`src/rtl/ccw_seq_pkg.sv`:
```
package ccw_seq_pkg;

    typedef enum logic [1:0] {
        MODE_TRIG    = 2'd0,
        MODE_GSINGLE = 2'd1,
        MODE_GCONT   = 2'd2,
        MODE_OFF     = 2'd3
    } scan_mode_e;

    typedef enum logic [1:0] {
        ST_IDLE   = 2'd0,
        ST_CONV   = 2'd1,
        ST_PAUSED = 2'd2
    } seq_state_e;

    typedef struct packed {
        logic set_done;
        logic set_pause;
        logic clr_sse;
    } stat_evt_t;

    function automatic logic is_gated(scan_mode_e m);
        return (m == MODE_GSINGLE) || (m == MODE_GCONT);
    endfunction

endpackage

```
`src/rtl/ccw_conv_timer.sv`:
```
module ccw_conv_timer #(
    parameter int CONV_CYCLES = 14,
    localparam int CW = $clog2(CONV_CYCLES + 1)
) (
    input  logic clk,
    input  logic rst,
    input  logic start,
    output logic eoc
);
    logic [CW-1:0] cnt;

    always_ff @(posedge clk) begin
        if (rst)
            cnt <= '0;
        else if (start)
            cnt <= CW'(CONV_CYCLES);
        else if (cnt != '0)
            cnt <= cnt - CW'(1);
    end

    assign eoc = (cnt == CW'(1));

    // a new conversion is only requested when the converter is free
    a_r1_start_when_free: assert property (@(posedge clk) disable iff (rst)
        start |-> (cnt == '0 || eoc));

    // end of conversion is a single-cycle event
    a_r1_eoc_single: assert property (@(posedge clk) disable iff (rst)
        eoc |=> !eoc);

endmodule

```
`src/rtl/ccw_seq_ctrl.sv`:
```
module ccw_seq_ctrl
    import ccw_seq_pkg::*;
#(
    parameter int DEPTH = 8,
    localparam int IDXW = (DEPTH > 1) ? $clog2(DEPTH) : 1
) (
    input  logic             clk,
    input  logic             rst,
    input  scan_mode_e       mode,
    input  logic             trig,
    input  logic             gate,
    input  logic             sse,
    input  logic [DEPTH-1:0] ccw_pause,
    input  logic [DEPTH-1:0] ccw_eoq,
    input  logic             eoc,
    output logic             start,
    output logic [IDXW-1:0]  cwp,
    output logic [IDXW-1:0]  cwpq,
    output logic             res_we,
    output logic [IDXW-1:0]  res_idx,
    output stat_evt_t        evt
);
    seq_state_e      st, st_n;
    logic [IDXW-1:0] cwp_n;
    logic            gate_lost;
    logic            at_last;
    logic            stop_gate;

    assign at_last   = ccw_eoq[cwp] || (cwp == IDXW'(DEPTH - 1));
    assign stop_gate = gate_lost || !gate;
    assign res_we    = eoc && (st == ST_CONV);
    assign res_idx   = cwp;

    always_comb begin
        st_n  = st;
        cwp_n = cwp;
        start = 1'b0;
        evt   = '0;
        unique case (st)
            ST_IDLE: begin
                if ((mode == MODE_TRIG && trig) ||
                    (mode == MODE_GSINGLE && gate && sse) ||
                    (mode == MODE_GCONT && gate)) begin
                    cwp_n = '0;
                    start = 1'b1;
                    st_n  = ST_CONV;
                end
            end
            ST_CONV: begin
                if (eoc) begin
                    if (is_gated(mode)) begin
                        if (at_last) begin
                            evt.set_done = 1'b1;
                            if (mode == MODE_GSINGLE) begin
                                evt.clr_sse = 1'b1;
                                st_n = ST_IDLE;
                            end else if (!stop_gate) begin
                                cwp_n = '0;
                                start = 1'b1;
                            end else begin
                                st_n = ST_IDLE;
                            end
                        end else if (stop_gate) begin
                            evt.set_pause = 1'b1;
                            st_n = ST_IDLE;
                        end else begin
                            cwp_n = cwp + IDXW'(1);
                            start = 1'b1;
                        end
                    end else begin
                        if (at_last) begin
                            evt.set_done = 1'b1;
                            st_n = ST_IDLE;
                        end else if (ccw_pause[cwp]) begin
                            evt.set_pause = 1'b1;
                            st_n = ST_PAUSED;
                        end else begin
                            cwp_n = cwp + IDXW'(1);
                            start = 1'b1;
                        end
                    end
                end
            end
            ST_PAUSED: begin
                if (mode == MODE_TRIG && trig) begin
                    cwp_n = cwp + IDXW'(1);
                    start = 1'b1;
                    st_n  = ST_CONV;
                end
            end
            default: st_n = ST_IDLE;
        endcase
    end

    always_ff @(posedge clk) begin
        if (rst) begin
            st        <= ST_IDLE;
            cwp       <= '0;
            cwpq      <= '0;
            gate_lost <= 1'b0;
        end else begin
            st  <= st_n;
            cwp <= cwp_n;
            if (res_we)
                cwpq <= cwp;
            if (start)
                gate_lost <= 1'b0;
            else if (st == ST_CONV && !gate)
                gate_lost <= 1'b1;
        end
    end

    // a paused queue holds its pointer until a trigger arrives
    a_r2_hold_paused: assert property (@(posedge clk) disable iff (rst)
        (st == ST_PAUSED && !trig) |=> $stable(cwp));

    // lagging pointer matches the working pointer whenever inactive
    a_r3_idle_match: assert property (@(posedge clk) disable iff (rst)
        (st != ST_CONV) |-> (cwpq == cwp));

    // a result write is mirrored into the lagging pointer
    a_r3_write_to_lag: assert property (@(posedge clk) disable iff (rst)
        res_we |=> (cwpq == $past(res_idx)));

    // no gated conversion begins with the gate low
    a_r5_gate_open_start: assert property (@(posedge clk) disable iff (rst)
        (start && is_gated(mode)) |-> gate);

endmodule

```
`src/rtl/ccw_seq_status.sv`:
```
module ccw_seq_status
    import ccw_seq_pkg::*;
(
    input  logic       clk,
    input  logic       rst,
    input  stat_evt_t  evt,
    input  logic [1:0] flag_clr,
    input  logic       sse_set,
    output logic       cf,
    output logic       pf,
    output logic       sse
);
    always_ff @(posedge clk) begin
        if (rst) begin
            cf  <= 1'b0;
            pf  <= 1'b0;
            sse <= 1'b0;
        end else begin
            if (evt.set_done)
                cf <= 1'b1;
            else if (flag_clr[0])
                cf <= 1'b0;
            if (evt.set_pause)
                pf <= 1'b1;
            else if (flag_clr[1])
                pf <= 1'b0;
            if (evt.clr_sse)
                sse <= 1'b0;
            else if (sse_set)
                sse <= 1'b1;
        end
    end

    // a completion event wins over a simultaneous clear
    a_r10_set_wins: assert property (@(posedge clk) disable iff (rst)
        evt.set_done |=> cf);

    // a clear with no set event drops the pause flag
    a_r10_clear_pf: assert property (@(posedge clk) disable iff (rst)
        (flag_clr[1] && !evt.set_pause) |=> !pf);

    // finishing a single scan disarms the enable
    a_r7_sse_drop: assert property (@(posedge clk) disable iff (rst)
        evt.clr_sse |=> !sse);

endmodule

```
`src/rtl/ccw_seq_top.sv`:
```
module ccw_seq_top
    import ccw_seq_pkg::*;
#(
    parameter int DEPTH       = 8,
    parameter int CONV_CYCLES = 14,
    localparam int IDXW = (DEPTH > 1) ? $clog2(DEPTH) : 1
) (
    input  logic             clk,
    input  logic             rst,
    input  logic [1:0]       mode,
    input  logic             trig,
    input  logic             gate,
    input  logic             sse_set,
    input  logic [1:0]       flag_clr,
    input  logic [DEPTH-1:0] ccw_pause,
    input  logic [DEPTH-1:0] ccw_eoq,
    output logic [IDXW-1:0]  cwp,
    output logic [IDXW-1:0]  cwpq,
    output logic             res_we,
    output logic [IDXW-1:0]  res_idx,
    output logic             cf,
    output logic             pf,
    output logic             sse
);
    logic      start;
    logic      eoc;
    stat_evt_t evt;

    ccw_conv_timer #(.CONV_CYCLES(CONV_CYCLES)) u_timer (
        .clk   (clk),
        .rst   (rst),
        .start (start),
        .eoc   (eoc)
    );

    ccw_seq_ctrl #(.DEPTH(DEPTH)) u_ctrl (
        .clk       (clk),
        .rst       (rst),
        .mode      (scan_mode_e'(mode)),
        .trig      (trig),
        .gate      (gate),
        .sse       (sse),
        .ccw_pause (ccw_pause),
        .ccw_eoq   (ccw_eoq),
        .eoc       (eoc),
        .start     (start),
        .cwp       (cwp),
        .cwpq      (cwpq),
        .res_we    (res_we),
        .res_idx   (res_idx),
        .evt       (evt)
    );

    ccw_seq_status u_status (
        .clk      (clk),
        .rst      (rst),
        .evt      (evt),
        .flag_clr (flag_clr),
        .sse_set  (sse_set),
        .cf       (cf),
        .pf       (pf),
        .sse      (sse)
    );

endmodule

```
`config.mk`:
```
export PLATFORM = sky130hd
export DESIGN_NAME = ccw_seq_top
export DESIGN_NICKNAME = d
export VERILOG_FILES = /design/src/rtl/ccw_seq_pkg.sv /design/src/rtl/ccw_conv_timer.sv /design/src/rtl/ccw_seq_ctrl.sv /design/src/rtl/ccw_seq_status.sv /design/src/rtl/ccw_seq_top.sv
export SDC_FILE = /design/constraint.sdc
export NUM_CORES = 1
export LEC_CHECK = 0
export BUFFER_PORTS_ARGS = -buffer_cell sky130_fd_sc_hd__buf_2
export CORE_MARGIN = 1
export CORE_UTILIZATION = 40
export CTS_CLUSTER_SIZE = 40
export DETAILED_ROUTE_END_ITERATION = 7
export PLACE_DENSITY = 0.65
export SLEW_MARGIN = 20
export SYNTH_ARGS = -nofsm -noshare
export SYNTH_HDL_FRONTEND = slang
export SYNTH_SLANG_ARGS = --single-unit
```
`constraint.sdc`:
```
create_clock -name clk -period 4.4 [get_ports clk]
set_clock_uncertainty 0.15 [all_clocks]
set_input_delay 0.88 -clock clk [delete_from_list [all_inputs] [get_ports clk]]
set_output_delay 0.88 -clock clk [all_outputs]
set_load 0.02 [all_outputs]
```
# Word level (Yosys, flattened, before mapping)
# Cells that the tools add are included.
# totals
output_inout_bits	13
regBits	16
# classes
eq_ne	15
n_reduce_logical	23
order_cmp	1
n_mux	52
addsub	2
# op_table
cell	count
2-to-1 mux 3 bit	12
2-to-1 mux 1 bit	24
2-to-1 mux 2 bit	9
inequality test 3 bit (second input constant)	4
one-hot mux 3 bit (3 select lines)	1
AND reduction 9 bit	1
2-to-1 mux 4 bit	2
binary-select mux 1 bit (select 3 bit)	2
logical AND 1 bit	6
inequality test 2 x 1 -> 1 bit (second input constant)	3
one-hot mux 2 bit (3 select lines)	1
nonzero test 2 bit	3
logical OR 1 bit	5
equality test 2 x 1 -> 1 bit (second input constant)	2
equality test 2 bit (second input constant)	2
equality test 4 x 1 -> 1 bit (second input constant)	1
logical NOT 2 bit	2
< comparator 3 x 4 -> 1 bit (second input constant)	1
inequality test 4 x 1 -> 1 bit (second input constant)	1
AND reduction 4 bit	1
nonzero test 4 bit	1
OR reduction 2 bit	2
subtractor 4 x 1 -> 4 bit (second input constant)	1
adder 3 x 1 -> 3 bit (second input constant)	1
5 further kinds	5

# Longest topological paths before layout
# logic_depth
word_depth	9
depth_mapped	8
ltp_nobuf	7

# By module
# From an unflattened synthesis, not the netlist that was laid out.
# unflattened
hier_cells	130
area_unflattened_um2	1169.9
# by_module_without_submodules
mod	cells_per_inst	seq_area_each_um2	area_each_um2	n_inst
ccw_seq_ctrl	101	180.2	913.4	1
ccw_conv_timer	18	80.1	157.7	1
ccw_seq_status	11	60.1	98.8	1

# Least setup slack after synthesis
# Ideal clock, no wire load.
# synth_timing
path_kind	input -> register
start	input mode[1]
end	register u_ctrl.cwp[0]
arrival_time_ps	2353
setup_time_ps	123
cell_stages	8
slack_ps	1773
cell_sequence	inv_1 > ha_1 > a21oi_1 > nand2b_1 > a221o_1 > or4_1 > clkbuf_1 > mux2i_1
# synth_between
elab_chain_len	7
elab_cells_between_ends	20
classes_between	eq/ne: 8; mux: 3; reduce/logical: 9
# synth_lines
item	line	text
from (decl)	ccw_seq_top.sv:10	input logic [1:0] mode,
equality test 2 x 1 -> 1 bit	ccw_seq_pkg.sv:23, ccw_seq_ctrl.sv:42, ccw_seq_ctrl.sv:54	
logical AND 1 bit (2 in series)	ccw_seq_ctrl.sv:42	(mode == MODE_GSINGLE && gate && sse) ||
logical OR 1 bit	ccw_seq_ctrl.sv:41	if ((mode == MODE_TRIG && trig) ||
logical OR 1 bit	ccw_seq_ctrl.sv:42	
inequality test 2 x 1 -> 1 bit (no line)	n/a	
AND reduction 9 bit (no line)	n/a	
to (signal assigned)	ccw_seq_ctrl.sv:103	cwp <= cwp_n;
to (decl)	ccw_seq_ctrl.sv:17	output logic [IDXW-1:0] cwp,
# Parallel ways exist; a longest one is shown, timed or not. The select of a mux whose other input is x is not followed.
# A chain may end at the register's enable or synchronous reset.

# Final worst setup path
# layout_timing
start	register u_ctrl.st[1]
end	output res_we
# layout_between
elab_chain_len	2
# layout_lines
item	line	text
from (decl)	ccw_seq_ctrl.sv:23	seq_state_e st, st_n;
from (signal assigned)	ccw_seq_ctrl.sv:102	st <= st_n;
equality test 2 x 1 -> 1 bit	ccw_seq_ctrl.sv:31	assign res_we = eoc && (st == ST_CONV);
logical AND 1 bit	ccw_seq_ctrl.sv:31	
to (decl)	ccw_seq_top.sv:19	output logic res_we,
# No other way between the ends.

==> flow_metrics.env <==
export IMPL_first_global_vias=1171
export IMPL_htree_levels=1
export IMPL_synthDominantCellAreaShare_pct=26.83
export IMPL_critical_path_depth=5
export IMPL_layout_drive_gt1_share_pct=28.49
export IMPL_via_count=1193
export IMPL_hold_path_cell_count=2
export IMPL_timing_critical_path_slowest_cell_delay_ns=0.36
export IMPL_power_density_cell_area_mw_per_mm2=303.0
export IMPL_max_clock_freq_ghz=0.3669
export IMPL_fin_worst_hold_slack_ns=0.3138
export IMPL_area_growth_syn_to_layout_pct=18.03
export IMPL_largest_net_degree_at_the_start_of_global_routing=15
export IMPL_synth_compound_area_share_pct=24.42
export IMPL_synth_seq_cells=16
export IMPL_final_cells=203
export IMPL_synthAdderAreaFrac_pct=10.48
export IMPL_numCtsBuffers=3
export IMPL_clk_pin_slew_worst_paths_ns=0.10
export IMPL_final_period_utilization_pct=61.95
export IMPL_timing_critical_path_cells="inv_1, ha_1, nand3_1, inv_2, buf_2"
export IMPL_worst_ep_required_time_ns=3.37
export IMPL_die_area_mm2=0.003206
export IMPL_yosysUniqueCellTypes=45
export IMPL_path_delay_family="buffers and inverters"
export IMPL_cp_buffers_inverters=3
export IMPL_drt_total_wl_um=2868
export IMPL_gate_power_share_pct=35.1
export IMPL_netlist_instances=138
export IMPL_peakVddDrop_mv=0.2873
export IMPL_drc_errors=0
export IMPL_tritoncts_clock_tree="built"
export IMPL_grt_busiest_layer="met2"
export IMPL_cp_max_fo=8
export IMPL_detailed_place_hpwl_um=2194
export IMPL_firstDrtPassIters=4
export IMPL_area_of_the_core_mm2=0.002781
export IMPL_routed_length_per_placed_instance_um=14.13
export IMPL_final_hold_violation_count=0
export IMPL_initial_antenna_violation_count=0
export IMPL_power_switching_share_pct=35.08
export IMPL_synth_top_cells_by_area="sky130_fd_sc_hd__dfxtp_1, sky130_fd_sc_hd__ha_1, sky130_fd_sc_hd__nand2_1"
export IMPL_antenna_cells=0
export IMPL_grt_first_pass_wirelength_um=4974
export IMPL_finalCriticalPeriod_ns=2.726
export IMPL_setup_violations=0
export IMPL_synth_xor_xnor_area_share_pct=0
export IMPL_synth_area_mm2=0.001194
export IMPL_clk_latency_ns=0.29
export IMPL_critPathCaptureType="output port"
export IMPL_grt_remaining_overflow=0
export IMPL_status="finished, final reports clean"
export IMPL_gr_usage_all_layers_pct=19.41
export IMPL_ys_warn_count=0
export IMPL_cell_row_count=19
export IMPL_die_w_um=56.63
export IMPL_ioPinCount=38
export IMPL_power_internal_w=0.0002772
export IMPL_relative_contribution_of_sequential_cells_to_total_power_pct=41.5
export IMPL_fin_setup_tns_ns=0
export IMPL_cts_hold_fix_buffers=0
export IMPL_grt_use_met2_pct=34.96
export IMPL_synth_edff_count=0
export IMPL_critPathKind="reg -> out"
export IMPL_vias_per_cell=5.877
export IMPL_numPlacedInstances=199
export IMPL_cts_num_sinks=16
export IMPL_drtIter0Drc=24
export IMPL_synth_async_reset_ratio_pct=0
export IMPL_design_final_nets=208
export IMPL_floorplan_die_height_um=56.63
export IMPL_p_clk_share_pct=23.4
export IMPL_post_synth_top_flop="sky130_fd_sc_hd__dfxtp_1"
export IMPL_rsz_0062_raised_after_global_routing="false"
export IMPL_cts_post_setup_buffers_inserted=0
export IMPL_final_core_utilization_pct=50.65
export IMPL_initial_utilization_pct=42.91
export IMPL_clock_tree_root_cell="sky130_fd_sc_hd__clkbuf_4"
export IMPL_yosys_top_cells_count="sky130_fd_sc_hd__dfxtp_1, sky130_fd_sc_hd__nand2_1, sky130_fd_sc_hd__a21oi_1, sky130_fd_sc_hd__ha_1, sky130_fd_sc_hd__nor2_1"
export IMPL_mappedNetlistNets=173
export IMPL_synth_area_mux_share_pct=11.64
export IMPL_worst_endpoint_arrival_ns=1.70
export IMPL_post_cts_resize_count=0
export IMPL_clockBufferDepth=2
export IMPL_fillCellCount=279
export IMPL_grt_use_met1_pct=24.46
export IMPL_worst_r2r_path_depth=5
export IMPL_p_sw_w=0.0001498
export IMPL_gp_congestion=0.8614
export IMPL_timing_critical_path_from_type="register"
export IMPL_maxSlewViolCount=0
export IMPL_post_synth_and_or_nand_nor_area_fraction_pct=20.65
export IMPL_top_cell_type_by_total_area_after_synthesis="sky130_fd_sc_hd__dfxtp_1"
export IMPL_power_leakage_nw=0.6354
export IMPL_placement_io_buffers=37
export IMPL_measured_slew_at_the_worst_slew_check_pin_ns=0.5458
export IMPL_max_cap_viol_count=0
export IMPL_critPathSlowestCell="sky130_fd_sc_hd__dfxtp_1"
export IMPL_synth_top_family_by_area="compound AO/OA/AOI/OAI gates"
export IMPL_seq_area_frac_synth_pct=26.83
export IMPL_post_synth_cell_area_avg_um2=8.650
export IMPL_global_route_usage_met3_pct=1.843
export IMPL_maxSlewHeadroom_pct=63.57
export IMPL_postRouteAntennaNets=0
export IMPL_worstHoldPathType="reg -> reg"
-- cell usage in the layout, fill, tap and decap left out, types with 4 or more instances in the layout --
cell type / Yosys / final
sky130_fd_sc_hd__nor2_1: 8 / 8
sky130_fd_sc_hd__o21ai_0: 7 / 7
sky130_fd_sc_hd__nand2_1: 16 / 16
sky130_fd_sc_hd__buf_2: 0 / 37
sky130_fd_sc_hd__nand2b_1: 5 / 5
sky130_fd_sc_hd__a21oi_1: 11 / 11
sky130_fd_sc_hd__nor2b_1: 4 / 4
sky130_fd_sc_hd__nor3_1: 4 / 4
sky130_fd_sc_hd__ha_1: 10 / 10
sky130_fd_sc_hd__inv_1: 6 / 6
sky130_fd_sc_hd__mux2i_1: 5 / 5
sky130_fd_sc_hd__dfxtp_1: 16 / 16
-- sequential cells by signal, indices dropped and copies added, names as in the netlist --
name and flops:
u_timer.cnt 4, u_ctrl.cwp 3, u_ctrl.cwpq 3, u_ctrl.st 2
u_ctrl.gate_lost 1, u_status.cf 1, u_status.pf 1, u_status.sse 1
-- path summary, 6_finish.rpt --
check | to | slack [ns] | start
max | res_we | 1.67 | u_ctrl.st[1]
min | u_ctrl.cwpq[1] | 0.31 | u_ctrl.cwpq[1]
max reg2reg | u_ctrl.cwp[2] | 1.79 | u_ctrl.cwp[0]
min reg2reg | u_ctrl.cwpq[1] | 0.31 | u_ctrl.cwpq[1]
-- area by class of cell --
cell class | instances | area (um2) | area share [%]
well taps | 31 | 38.79 | 2.753
clock buffers | 4 | 36.28 | 2.575
flip-flops and latches | 16 | 320.3 | 22.74
inverters | 7 | 26.28 | 1.865
repair buffers | 37 | 185.2 | 13.14
multi-input cells | 108 | 802.0 | 56.93
-- worst register-to-register path, cell delays in order (launching register included) --
cell and delay, ns:
sky130_fd_sc_hd__dfxtp_1 0.68, sky130_fd_sc_hd__mux4_2 0.59, sky130_fd_sc_hd__mux2i_2 0.30, sky130_fd_sc_hd__nor2_1 0.06
sky130_fd_sc_hd__or4_1 0.57, sky130_fd_sc_hd__mux2i_1 0.16
-- kinds of logic (layout without fill, tap and decap cells) --
group | Yosys count | count (layout)
fa+ha+maj | 10 | 10
mux | 10 | 10
flops | 16 | 16
buf+inv | 14 | 48
simple gates | 48 | 48
compound gates | 40 | 40
-- metrics by stage --
step / power [W] / cell area, um2 / setup WS [ns]
3_3_place_gp: 0.0003260 / 1373 / 1.539
4_1_cts: 0.0004270 / 1409 / 1.660
3_5_place_dp: 0.0003299 / 1373 / 1.511
2_1_floorplan: 0.0002922 / 1194 / 1.773
5_1_grt: 0.0004563 / 1409 / 1.544
6_report: 0.0004269 / 1409 / 1.674
-- power groups by stage --
stage          Combinational [W]  Sequential [W]  Clock [W]
2_1_floorplan           0.000115        0.000177          0
3_3_place_gp            0.000147        0.000179          0
3_5_place_dp            0.000150        0.000180          0
4_1_cts                 0.000151        0.000177  0.0000999
5_1_grt                 0.000168        0.000180   0.000108
6_report                0.000150        0.000177  0.0000997
-- routing by layer --
metal	part of all wire [%]	up-vias
li1	-	586
met1	44	559
met2	50	46
met3	5.9	2
met4	0.59	0
met5	0	-
Note: power is estimated with default switching activity, not from simulation.
